**config.mk**
```make
export PLATFORM = sky130hd
export DESIGN_NAME = thermal_zone_classifier
export DESIGN_NICKNAME = d
export VERILOG_FILES = /design/src/rtl/thz_pkg.sv /design/src/rtl/thz_edge.sv /design/src/rtl/thz_step.sv /design/src/rtl/thz_action.sv /design/src/rtl/thermal_zone_classifier.sv
export SDC_FILE = /design/constraint.sdc
export NUM_CORES = 1
export LEC_CHECK = 0
export BUFFER_PORTS_ARGS = -buffer_cell sky130_fd_sc_hd__buf_4
export CAP_MARGIN = 30
export CORE_AREA = 2 2 41 43
export CTS_BUF_LIST = sky130_fd_sc_hd__clkbuf_8 sky130_fd_sc_hd__clkbuf_16
export CTS_CLUSTER_DIAMETER = 80
export DETAILED_ROUTE_END_ITERATION = 7
export DIE_AREA = 0 0 43 45
export PLACE_DENSITY = 0.89
export SLEW_MARGIN = 20
export SYNTH_ARGS = -nofsm -noshare
export SYNTH_HDL_FRONTEND = slang
export SYNTH_HIERARCHICAL = 1
export SYNTH_SLANG_ARGS = --single-unit
```
**constraint.sdc**
```tcl
create_clock -name clk -period 2.35 [get_ports clk]
set_input_delay 0.3525 -clock clk [delete_from_list [all_inputs] [get_ports clk]]
set_output_delay 0.3525 -clock clk [all_outputs]
set_load 0.1 [all_outputs]
```
**src/rtl/thz_pkg.sv**
```systemverilog
package thz_pkg;

    typedef enum logic [2:0] {
        Z_COLD = 3'd0,
        Z_COOL = 3'd1,
        Z_NOM  = 3'd2,
        Z_WARM = 3'd3,
        Z_HOT  = 3'd4
    } zone_e;

    localparam int NUM_ZONES = 5;
    localparam int NUM_EDGES = NUM_ZONES - 1;

    typedef struct packed {
        zone_e zone;
        logic  live;
    } cls_state_t;

endpackage

```
**src/rtl/thz_edge.sv**
```systemverilog
// One region boundary: flags a move toward the colder or the warmer side.
module thz_edge #(
    parameter int          W       = 16,
    parameter int unsigned TO_COLD = 27280,
    parameter int unsigned TO_WARM = 26000
) (
    input  logic [W-1:0] ohms,
    output logic         go_cold,
    output logic         go_warm
);
    localparam logic [W-1:0] COLD_LIM = TO_COLD[W-1:0];
    localparam logic [W-1:0] WARM_LIM = TO_WARM[W-1:0];

    always_comb begin
        // NTC: higher resistance means colder
        go_cold = (ohms > COLD_LIM);
        go_warm = (ohms < WARM_LIM);
    end
endmodule

```
**src/rtl/thz_step.sv**
```systemverilog
// Next-region selection: initial placement, or a single step toward a neighbour.
module thz_step
    import thz_pkg::*;
(
    input  zone_e                cur,
    input  logic                 live,
    input  logic [NUM_EDGES-1:0] go_cold,
    input  logic [NUM_EDGES-1:0] go_warm,
    output zone_e                nxt
);
    always_comb begin
        nxt = cur;
        if (!live) begin
            if (go_cold[0])                nxt = Z_COLD;
            else if (go_cold[1])           nxt = Z_COOL;
            else if (go_warm[NUM_EDGES-1]) nxt = Z_HOT;
            else if (go_warm[NUM_EDGES-2]) nxt = Z_WARM;
            else                           nxt = Z_NOM;
        end else begin
            // edge e separates region e (colder side) from region e+1
            for (int e = 0; e < NUM_EDGES; e++) begin
                if (cur == zone_e'(3'(e + 1)) && go_cold[e]) nxt = zone_e'(3'(e));
                if (cur == zone_e'(3'(e)) && go_warm[e])     nxt = zone_e'(3'(e + 1));
            end
        end
    end
endmodule

```
**src/rtl/thz_action.sv**
```systemverilog
// Maps the registered region to the charge-controller requests.
module thz_action
    import thz_pkg::*;
(
    input  zone_e zone,
    input  logic  live,
    output logic  charge_en,
    output logic  cur_half,
    output logic  vterm_drop
);
    always_comb begin
        charge_en  = 1'b0;
        cur_half   = 1'b0;
        vterm_drop = 1'b0;
        if (live) begin
            unique case (zone)
                Z_COOL: begin
                    charge_en = 1'b1;
                    cur_half  = 1'b1;
                end
                Z_NOM:  charge_en = 1'b1;
                Z_WARM: begin
                    charge_en  = 1'b1;
                    vterm_drop = 1'b1;
                end
                default: ;
            endcase
        end
    end
endmodule

```
**src/rtl/thermal_zone_classifier.sv**
```systemverilog
module thermal_zone_classifier
    import thz_pkg::*;
#(
    parameter int          RES_W         = 16,
    parameter int unsigned COLD_ENTER    = 27280,
    parameter int unsigned COLD_LEAVE    = 26000,
    parameter int unsigned COOL_ENTER    = 18000,
    parameter int unsigned COOL_LEAVE    = 17100,
    parameter int unsigned WARM_ENTER    = 4920,
    parameter int unsigned WARM_LEAVE    = 5130,
    parameter int unsigned HOT_ENTER     = 3020,
    parameter int unsigned HOT_LEAVE     = 3190
) (
    input  logic             clk,
    input  logic             rst_n,
    input  logic             sample_valid,
    input  logic [RES_W-1:0] sample_ohms,
    output logic [2:0]       zone,
    output logic             zone_valid,
    output logic             charge_en,
    output logic             cur_half,
    output logic             vterm_drop
);
    // per boundary, colder-side threshold and warmer-side threshold
    localparam int unsigned TO_COLD_TAB [NUM_EDGES] =
        '{COLD_ENTER, COOL_ENTER, WARM_LEAVE, HOT_LEAVE};
    localparam int unsigned TO_WARM_TAB [NUM_EDGES] =
        '{COLD_LEAVE, COOL_LEAVE, WARM_ENTER, HOT_ENTER};

    logic [NUM_EDGES-1:0] go_cold;
    logic [NUM_EDGES-1:0] go_warm;
    zone_e                zone_nxt;
    cls_state_t           st_d, st_q;

    for (genvar g = 0; g < NUM_EDGES; g++) begin : g_edge
        thz_edge #(
            .W       (RES_W),
            .TO_COLD (TO_COLD_TAB[g]),
            .TO_WARM (TO_WARM_TAB[g])
        ) u_edge (
            .ohms    (sample_ohms),
            .go_cold (go_cold[g]),
            .go_warm (go_warm[g])
        );
    end

    thz_step u_step (
        .cur     (st_q.zone),
        .live    (st_q.live),
        .go_cold (go_cold),
        .go_warm (go_warm),
        .nxt     (zone_nxt)
    );

    always_comb begin
        st_d = st_q;
        if (sample_valid) begin
            st_d.zone = zone_nxt;
            st_d.live = 1'b1;
        end
    end

    always_ff @(posedge clk or negedge rst_n) begin
        if (!rst_n) begin
            st_q.zone <= Z_NOM;
            st_q.live <= 1'b0;
        end else begin
            st_q <= st_d;
        end
    end

    thz_action u_action (
        .zone       (st_q.zone),
        .live       (st_q.live),
        .charge_en  (charge_en),
        .cur_half   (cur_half),
        .vterm_drop (vterm_drop)
    );

    assign zone       = st_q.zone;
    assign zone_valid = st_q.live;
endmodule

```
Word-level counts from Yosys, hierarchy flattened. Cells that the tools add are included. Widths: inputs -> output; s select.

$lt $le $gt $ge: 8. Eq/ne operators: 5. Reductions and logical operators: 11. Multiplexer cells: 19.

Operator list (count): $mux 3 (12); $gt 16x15->1 const B (2); $lt 16x15->1 const B (2); $gt 16x12->1 const B (1); $gt 16x13->1 const B (1); $lt 16x12->1 const B (1); $lt 16x13->1 const B (1); $ne 9x1->1 const B (1); $logic_and 1x1->1 (8); $mux 1 (7); $eq 3x2->1 const B (2); $eq 3x1->1 const B (1); $eq 3x3->1 const B (1); $logic_not 3->1 (1); $reduce_or 3->1 (1); $reduce_and 2->1 (1).

Input port bits: 19. Word-level logic and storage cells: 45. Register bits after elaboration: 4.

Longest topological paths before layout. Gate-level depths: netlist of run 1.

Word-level depth: 11. Depth in mapped cells: 8. Mapped depth without buffers: 8.

Hierarchy. Netlist of run 1, hierarchy kept.

Modules (own cells, without submodules): thz_step (times used 1, cells an instance 31, area an instance 182.7 um^2); thermal_zone_classifier (times used 1, cells an instance 8, area an instance 141.4 um^2); thz_edge (g_edge[0].u_edge) (times used 1, cells an instance 15, area an instance 102.6 um^2); thz_edge (g_edge[1].u_edge) (times used 1, cells an instance 14, area an instance 102.6 um^2); thz_edge (g_edge[2].u_edge) (times used 1, cells an instance 10, area an instance 81.3 um^2); thz_edge (g_edge[3].u_edge) (times used 1, cells an instance 11, area an instance 75.1 um^2); thz_action (times used 1, cells an instance 4, area an instance 35.0 um^2).

Worst setup path before layout of run 1. OpenSTA, ideal clock, no wires.

Kind: register -> output. From: register, netlist name zone[0]. To: output port charge_en. Arrival time: 3.377 ns. Buffers on the path: 0. Stages on the path, launching flop included: 3. Path slack: -1.380 ns. Path through: dfrtp_1 -> nor2_1 -> nor3b_1.

Word-level cells in the longest chain between the ends: 4. Elaborated cells on any way between the ends: 6.

Ends and longest elaborated chain: $eq 3x2->1 or $eq 3x1->1 (tied branches) (line thz_action.sv:16) `unique case (zone)`; $reduce_or 3->1 (no line) (*); $mux 1 (*) (line thz_action.sv:16); $mux 1 (*) (line thz_action.sv:15) `if (live) begin`; end, declared (line thermal_zone_classifier.sv:20) `output logic charge_en,`.

Every way passes the cells marked *; elsewhere a longest branch is shown, timed or not.

Worst setup path after layout of run 1.
From: input port sample_ohms[7]. To: register, netlist name zone[0].

Elaborated cells on any way between the ends: 30.

RTL lines: start, declared (line thermal_zone_classifier.sv:17) `input logic [RES_W-1:0] sample_ohms,`; $gt 16x13->1 (line thz_edge.sv:16) `go_cold = (ohms > COLD_LIM);`; via go_cold[2] (line thermal_zone_classifier.sv:30) `logic [NUM_EDGES-1:0] go_cold;`; $logic_and 1x1->1 (line thz_step.sv:22) `if (cur == zone_e'(3'(e + 1)) && go_cold[e]) nxt = zone_e'(3'(e));`; $mux 3 (line thz_step.sv:22); $mux 3 (line thz_step.sv:23) `if (cur == zone_e'(3'(e)) && go_warm[e]) nxt = zone_e'(3'(e + 1));`; $mux 3 (line thz_step.sv:22); $mux 3 (line thz_step.sv:23); $mux 3 (line thz_step.sv:13) `if (!live) begin`; via zone_nxt[0] (line thermal_zone_classifier.sv:32) `zone_e zone_nxt;`.

The timed path passes the listed nets, and every way through them passes these cells. A chain may end at the register's enable or synchronous reset.

==> results.yml, run 1 <==
min_path:
  hold_path_startpoint: "sample_valid"
  hold_class: "input port to register"
  min_to: "zone_valid$_DFFE_PN0P_"
  holdPathStages: 2
clocking:
  cts_root_buffer: "clkbuf_8"
  ctsResizeCount: 0
  cts-htree-levels: 1
  cts_max_path_buffers: 2
  cts.clk_slew.worst_paths_ps: 40
  cts_tree: "done"
  postCtsSetupBuffers: 0
  clock_latency_ps: 220
  cts.sinks: 4
  hold_buffers: 1
  cts_buffers: 3
worst_setup_path:
  worstPathCellList: "buf_4 -> or4_4 -> a2111oi_2 -> o21ai_1 -> mux2i_1 -> o22ai_1 -> o311ai_0 -> mux2_2"
  cp_slowest_cell: "or4_4"
  r2r-start: "zone[1]$_DFFE_PN1P_"
  critical-path-top-delay-family: "compound AO/OA/AOI/OAI gates"
  worst_path_largest_cell_delay_ps: 530
  crit_buf_inv: 1
  crit_arrival_ps: 2270
  rrSetupSlack_ps: 740
  startpoint_type: "input port"
  critical_path_required_ps: 2510
  worstPathMaxFanout: 8
  regToRegEndpoint: "zone[0]$_DFFE_PN0P_"
  critPathKind: "input port to register"
  endpoint_kind: "register"
  ff2ff_path_depth: 4
detailed_routing:
  dr.pass1.iters: 5
  drtIter0Drc: 28
  drt-vias-per-instance: 6.59
  via_count: 910
  drtAntennaViolNets: 0
  routed_wl_um: 2190
  wl_per_cell_um: 15.9
  drcViolationCount: 0
logic_synthesis:
  synth_async_sr_flop_share_pct: 100
  synth_ff_type: "dfrtp_1"
  synth_cells: 93
  avgSynthCellArea_um2: 7.75
  syn_nets: 112
  netlist_area_um2: 721
  yosys_warnings: 6
  synthTopCellsByArea: "dfrtp_1 10%, a21oi_1 6.3%, mux2_2 4.7%"
  synth_cell_types: 47
  yosys_register_bits: 4
  synth_edf_count: 0
  yosysTopAreaCellShare_pct: 10.4
  yosysTopAreaCell: "dfrtp_1"
  ys_seq_area_share_pct: 14.1
place:
  place_inst: 133
  port_buffers: 25
  gp_congestion: 0.907
  placed_area_um2: 930
  dp_hpwl_um: 1600
timing:
  period_share_pct: 89.7
  slew_headroom_pct: 75.9
  setup-violations-final: 0
  fin_tns_setup_ps: 0
  maxSlewViolCount: 0
  finClkSkew_ps: 11.2
  worstMarginPinSlew_ps: 362
  min_period_ps: 2110
  fmax_mhz: 474
  hold_violations: 0
  rsz0062_at_grt: "no"
job:
  max_cap_violations: 0
die:
  initial_core_util_pct: 49.0
  fp.coreArea_um2: 1470
  pin_count: 26
  dieArea_um2: 1940
  die_w_um: 43
  die_height_um: 45
  num_rows: 14
grt:
  antenna_found_initial: 0
  first_global_vias: 878
  overflow: 0
  grt_max_degree: 16
  grt_pass1_wl_um: 3840
  grt.total_usage_pct: 25.3
power:
  p_leak_nw: 0.386
  power_density_nw_per_um2: 1050
  peakVddDrop_v: 0.000779
  p_total_mw: 1.03
finish:
  drive_above_1_share_pct: 37.7
  diodes: 0
  final_area_um2: 985
  final_cells: 138
  nNetsFinal: 142
  area_delta_synth_final_pct: 36.6
run_status:
  status: "finished, final reports clean"
-- how the worst max path moves through the flow --
stage                          endpoint  depth (start not counted)  slack (ps)                    from
floorplan                     charge_en                          1          20  zone_valid$_DFFE_PN0P_
global placement    zone[0]$_DFFE_PN0P_                          8         100          sample_ohms[7]
detailed placement  zone[0]$_DFFE_PN0P_                          8          60          sample_ohms[7]
CTS                 zone[0]$_DFFE_PN0P_                          8         290          sample_ohms[7]
global route        zone[0]$_DFFE_PN0P_                          8         160          sample_ohms[7]
finish              zone[0]$_DFFE_PN0P_                          8         240          sample_ohms[7]
-- cells by family after synthesis --
family | Yosys count | synth area share (%)
buf+inv | 5 | 3.65
compound gates | 37 | 38.2
flops | 4 | 14.1
mux | 4 | 6.08
simple gates | 43 | 38.0
-- cells in the mapped netlist (2+ instances only) --
cell type  number
a2111oi_2       2
o21ai_1         2
o311a_1         2
o22ai_1         2
dfrtp_1         3
o21ai_0         5
inv_1           4
a31oi_1         2
or3_1           3
nand2_1         7
nor4b_1         2
nor2b_1         2
nand4b_1        2
nor3_1          2
mux2_2          3
nand3_1         4
nor2_1          7
or4_1           2
a21oi_1         9
-- through the flow --
step | worst slack (ps) | util, % | hold slack [ps]
2_1_floorplan | 24.4 | - | 56.9
3_3_place_gp | 102 | 63.2 | 148
3_5_place_dp | 63.4 | 63.2 | 151
4_1_cts | 293 | 66.9 | 382
5_1_grt | 161 | 66.9 | 387
6_report | 242 | 66.9 | 387
-- cell usage in the layout (no fill, tap or decap), types with 2 or more instances in the layout --
cell,n
a2111oi_2,2
a21oi_1,9
a31oi_1,2
buf_4,25
clkbuf_8,3
dfrtp_1,2
inv_1,5
mux2_2,3
nand2_1,7
nand3_1,4
nand4b_1,2
nor2_1,7
nor2b_1,2
nor3_1,2
nor4b_1,2
o21ai_0,5
o21ai_1,2
o22ai_1,2
o311a_1,2
or3_1,3
or4_1,2
-- where the power goes --
part / leakage (nW) / internal [mW] / switching [mW]
clock network: 0.0269 / 0.112 / 0.0401
logic: 0.315 / 0.204 / 0.510
registers: 0.0439 / 0.0986 / 0.0656
-- routing by layer --
layer | up-vias | wire, um | global-route usage, %
met4 | 0 | 14 | 6.06
met5 | - | 0 | 0
met3 | 2 | 148 | 6.80
li1 | 440 | - | -
met2 | 42 | 1060 | 40.6
met1 | 426 | 966 | 34.3
-- worst reg2reg max path: stages (launching register included) --
cell	delay, ps
dfstp_2	660
mux2i_1	230
o22ai_1	90
o311ai_0	350
mux2_2	220
-- state kept, by name, indices dropped and copies added (netlist names) --
| signal | count |
|---|---|
| zone | 3 |
| zone_valid | 1 |
-- cell type report --
class / count / area (um2)
clock inverter: 1 / 3.75
clock buffer: 3 / 41.3
sequential: 4 / 103
multi-input combinational: 84 / 604
inverter: 4 / 15.0
timing repair buffer: 26 / 198
fill: 135 / 487
tap: 16 / 20.0
Power figures use the tool's default switching activity.
==> run 2: changes to the inputs <==
Settings changed: CAP_MARGIN 30 to unset, CORE_AREA 2 2 41 43 to 2 2 42 44, DIE_AREA 0 0 43 45 to 0 0 44 46, PLACE_DENSITY 0.89 to 0.85.
Clock period 2.35 ns to 2.4 ns, I/O delays scaled along.
==> run 2 against run 1 <==
Die area grew 4.6%. Total power shrank 3.6%. Highest routed layer unchanged. Via count shrank 2.1%. Critical path type unchanged.
==> results.yml, run 2 (same netlist as run 1, synthesis figures left out) <==
die:
  num_rows: 15
  die_w_um: 44
  initial_core_util_pct: 44.7
  die_height_um: 46
  dieArea_um2: 2020
  pin_count: 26
  fp.coreArea_um2: 1610
power:
  power_density_nw_per_um2: 1010
  peakVddDrop_v: 0.000896
  p_leak_nw: 0.386
finish:
  nNetsFinal: 142
  fin_util_pct: 61.1
  layout_common_cells: "25 x buf_4, 9 x a21oi_1, 7 x nand2_1, 7 x nor2_1"
  drive_above_1_share_pct: 37.7
  final_common_cell: "buf_4"
  diodes: 0
  top_register: "zone"
  fill_cells: 154
  area_delta_synth_final_pct: 36.8
  largest_reg_flops: 3
worst_setup_path:
  crit_arrival_ps: 2270
  worstPathMaxFanout: 8
  cp_slowest_cell: "or4_4"
  crit_buf_inv: 1
  r2r-start: "zone[1]$_DFFE_PN1P_"
  critPathKind: "input port to register"
  rrSetupSlack_ps: 820
  critical-path-top-delay-family: "compound AO/OA/AOI/OAI gates"
  startpoint_type: "input port"
  endpoint_kind: "register"
  regToRegEndpoint: "zone[0]$_DFFE_PN0P_"
  worst_path_largest_cell_delay_ps: 540
  critical_path_required_ps: 2550
  ff2ff_path_depth: 4
  worstPathCellList: "buf_4 -> or4_4 -> a2111oi_2 -> o21ai_1 -> mux2i_1 -> o22ai_1 -> o311ai_0 -> mux2_2"
grt:
  antenna_found_initial: 0
  overflow: 0
  grt_pass1_wl_um: 3260
  first_global_vias: 752
  grt.total_usage_pct: 21.6
  grt_max_degree: 16
clocking:
  clock_latency_ps: 220
  cts.sinks: 4
  cts_max_path_buffers: 2
  cts.clk_slew.worst_paths_ps: 40
  ctsResizeCount: 0
  cts-htree-levels: 1
  cts_tree: "done"
  cts_buffers: 3
  cts_root_buffer: "clkbuf_8"
timing:
  period_share_pct: 88.3
  finClkSkew_ps: 3.91
  rsz0062_at_grt: "no"
  hold_violations: 0
  setup-violations-final: 0
  worstMarginPinSlew_ps: 398
  fin_tns_setup_ps: 0
  slew_headroom_pct: 73.5
  min_period_ps: 2120
  fmax_mhz: 472
  maxSlewViolCount: 0
detailed_routing:
  highest_layer: "met4"
  wl_per_cell_um: 14.9
  drt-vias-per-instance: 6.41
  drcViolationCount: 0
  met1_length_um: 892
  routed_wl_um: 2080
  drtAntennaViolNets: 0
  met2RoutedLength_um: 1070
  wl_met3_um: 100
  drtIter0Drc: 22
  via_count: 891
  dr.pass1.iters: 4
min_path:
  hold_path_startpoint: "sample_valid"
  holdPathStages: 2
  min_to: "zone_valid$_DFFE_PN0P_"
  hold_class: "input port to register"
job:
  max_cap_violations: 0
place:
  dp_hpwl_um: 1520
  gp_congestion: 0.923
  port_buffers: 25
run_status:
  status: "finished, final reports clean"
## run 2: cell counts in the layout (fill, tap and decap cells not counted)
No cell type changed its count.
## run 2: final cells by class
type	count	area, um2	share of cell area [%]
clock inverters	1	3.75	0.381
multi-input cells	84	604	61.3
clock buffers	3	41.3	4.19
repair buffers	26	198	20.1
flip-flops and latches	4	103	10.4
inverters	4	15.0	1.52
well taps	17	21.3	2.16
## run 2: power breakdown
part	leakage (nW)	total [mW]	switching, mW	internal (mW)
combinational	0.315	0.692	0.491	0.200
clock	0.0269	0.145	0.0363	0.109
sequential	0.0439	0.156	0.0599	0.0965
total	0.386	0.993	0.588	0.406
## run 2: worst max-delay path by stage
stage	endpoint	slack, ps	depth (start not counted)	startpoint
4_1_cts	zone[0]$_DFFE_PN0P_	270	8	sample_ohms[7]
3_3_place_gp	zone[0]$_DFFE_PN0P_	140	8	sample_ohms[7]
2_1_floorplan	charge_en	70	1	zone_valid$_DFFE_PN0P_
3_5_place_dp	zone[0]$_DFFE_PN0P_	50	8	sample_ohms[7]
6_report	zone[0]$_DFFE_PN0P_	280	8	sample_ohms[7]
5_1_grt	zone[0]$_DFFE_PN0P_	110	8	sample_ohms[7]
## run 2: worst register-to-register path: cells and delay by family (launching register included)
kind               cells  cell delay [ps]
muxes                  2              440
AOI/OAI and AO/OA      2              430
DFF                    1              650
## run 2: metal layers
layer  vias to the layer above  global-route usage, %
li1                        443                      -
met1                       411                   26.8
met2                        35                   37.9
met3                         2                   1.19
met4                         0                   10.3
met5                         -                      0
## run 2: what timing repair did
action,in CTS,in global routing
endpoints found under the hold margin,3,0
setup endpoints to repair,0,0
hold buffers,1,0
setup buffers,0,0
## run 2: per-stage QoR
| stage | power (mW) | worst slack [ps] | hold WS (ps) | cells | cell area, um2 |
|---|---|---|---|---|---|
| after floorplan | 0.706 | 66.9 | 64.4 | 93 | 733 |
| after global placement | 0.837 | 136 | 155 | 134 | 931 |
| after detailed placement | 0.846 | 45.4 | 157 | 134 | 931 |
| after CTS | 0.999 | 273 | 382 | 139 | 986 |
| after global routing | 1.05 | 114 | 391 | 139 | 986 |
| final | 0.993 | 280 | 384 | 139 | 986 |
==> run 3: changes to the inputs <==
--- a/config.mk
+++ b/config.mk
@@ -7,2 +7,3 @@
 export LEC_CHECK = 0
+export ABC_CLOCK_PERIOD_IN_PS = 2400
 export BUFFER_PORTS_ARGS = -buffer_cell sky130_fd_sc_hd__buf_4
==> constraint.sdc (replaced) <==
create_clock -name clk -period 2.4 [get_ports clk]
set_input_delay 0.48 -clock clk [delete_from_list [all_inputs] [get_ports clk]]
set_output_delay 0.48 -clock clk [all_outputs]
set_load 0.1 [all_outputs]
==> run 3 against run 2 <==
Global-route usage decreased by 0.082 points. Non-clock buffer count grew 2. Clock power about the same. Largest cell class unchanged. Via count increased by 1.2%. Sequential share of layout area barely moved. Final cell count up 1.4%. Largest power group unchanged. Routed wire length fell by 0.34%.
==> results.yml, run 3 (same netlist as run 1, synthesis figures left out) <==
clocking:
  cts_root_buffer: "clkbuf_8"
  cts_tree: "done"
  cts_buffers: 3
  cts.sinks: 4
  cts.clk_slew.worst_paths_ps: 30
  ctsResizeCount: 0
  postCtsSetupBuffers: 0
  cts-htree-levels: 1
  hold_buffers: 0
  cts_max_path_buffers: 2
  clock_latency_ps: 220
grt:
  overflow: 0
  first_global_vias: 736
  grt_pass1_wl_um: 3260
  grt_max_degree: 16
  antenna_found_initial: 0
  grt.total_usage_pct: 21.5
worst_setup_path:
  critPathKind: "input port to register"
  worstPathCellList: "buf_4 -> or4_4 -> a2111oi_2 -> o21ai_1 -> mux2i_1 -> o22ai_1 -> o311ai_0 -> mux2_2"
  ff2ff_path_depth: 4
  startpoint_type: "input port"
  crit_arrival_ps: 2370
  endpoint_kind: "register"
  worstPathMaxFanout: 2
  cp_slowest_cell: "or4_4"
  rrSetupSlack_ps: 840
  worst_path_largest_cell_delay_ps: 530
  critical_path_required_ps: 2550
  regToRegEndpoint: "zone[0]$_DFFE_PN0P_"
  r2r-start: "zone[1]$_DFFE_PN1P_"
finish:
  layout_common_cells: "28 x buf_4, 9 x a21oi_1, 7 x nand2_1, 7 x nor2_1"
  nNetsFinal: 144
  fill_cells: 136
  top_register: "zone"
  largest_reg_flops: 3
  diodes: 0
  drive_above_1_share_pct: 40.3
  final_common_cell: "buf_4"
  area_delta_synth_final_pct: 38.7
die:
  initial_core_util_pct: 44.7
  dieArea_um2: 2020
  num_rows: 15
  die_w_um: 44
  fp.coreArea_um2: 1610
  die_height_um: 46
  pin_count: 26
power:
  p_switching_uw: 589
  p_leak_nw: 0.395
  peakVddDrop_v: 0.000718
  power_density_nw_per_um2: 996
  p_int_uw: 408
  clockPowerShare_pct: 14.4
  switching_share_pct: 59.1
  pwr-share-seq_pct: 15.8
  p_total_uw: 996
  p_comb_share_pct: 69.7
run_status:
  status: "finished, final reports clean"
detailed_routing:
  wl_per_cell_um: 14.7
  routed_wl_um: 2070
  via_count: 902
  drcViolationCount: 0
  drtAntennaViolNets: 0
  dr.pass1.iters: 4
  drtIter0Drc: 40
  drt-vias-per-instance: 6.40
timing:
  finClkSkew_ps: 4.51
  worstMarginPinSlew_ps: 372
  maxSlewViolCount: 0
  period_share_pct: 92.3
  hold_violations: 0
  rsz0062_at_grt: "no"
  min_period_ps: 2220
  slew_headroom_pct: 75.2
  fmax_mhz: 451
  whs_ps: 48.2
  setup-violations-final: 0
place:
  dp_hpwl_um: 1560
  gp_congestion: 0.838
  port_buffers: 25
min_path:
  hold_class: "input port to async pin"
job:
  max_cap_violations: 0
## run 3: area by class of cell
| cell class | count | area, um2 | share of cell area (%) |
|---|---|---|---|
| Inverter | 4 | 15.0 | 1.50 |
| Clock buffer | 3 | 41.3 | 4.13 |
| Clock inverter | 1 | 3.75 | 0.375 |
| Timing Repair Buffer | 28 | 210 | 21.0 |
| Sequential cell | 4 | 104 | 10.4 |
| Multi-Input combinational cell | 84 | 604 | 60.5 |
| Tap cell | 17 | 21.3 | 2.13 |
## run 3: how the worst max path moves through the flow
stage	endpoint	start	cells past startpoint	slack [ps]
3_5_place_dp	zone[0]$_DFFE_PN0P_	sample_ohms[6]	10	-6
2_1_floorplan	charge_en	zone[1]$_DFFE_PN1P_	2	30
4_1_cts	zone[0]$_DFFE_PN0P_	sample_ohms[7]	8	210
6_report	zone[0]$_DFFE_PN0P_	sample_ohms[7]	8	180
3_3_place_gp	zone[0]$_DFFE_PN0P_	sample_ohms[7]	8	20
5_1_grt	zone[0]$_DFFE_PN0P_	sample_ohms[6]	10	8
## run 3: power groups by stage
stage	sequential, mW	clock [mW]	combinational, mW
2_1_floorplan	0.273	0	0.433
3_3_place_gp	0.156	0	0.685
3_5_place_dp	0.157	0	0.694
4_1_cts	0.156	0.148	0.695
5_1_grt	0.167	0.157	0.726
6_report	0.158	0.144	0.695
## run 3: per-stage QoR
step | setup WS (ps) | cell area [um2] | std cells | TNS [ps] | utilization (%)
floorplan | 26.1 | 734 | 93 | 0 | -
global placement | 20.2 | 955 | 137 | 0 | 59.1
detailed placement | -5.85 | 955 | 137 | -5.85 | 59.1
CTS | 207 | 1000 | 141 | 0 | 61.9
global route | 8.47 | 1000 | 141 | 0 | 61.9
finish | 185 | 1000 | 141 | 0 | 61.9
## run 3: per-layer routing
metal | GRT usage, % | part of all wire, % | vias up
met5 | 0 | 0 | -
met4 | 9.70 | 0.48 | 0
met3 | 1.59 | 4.7 | 2
met2 | 35.0 | 50 | 28
met1 | 29.0 | 45 | 426
li1 | - | - | 446
## run 3: critical path: cells and delay by family
kind                   cells  cell delay [ps]
AO/OA/AOI/OAI              4              900
AND/OR/NAND/NOR            1              530
buffers and inverters      1              110
multiplexers               2              340
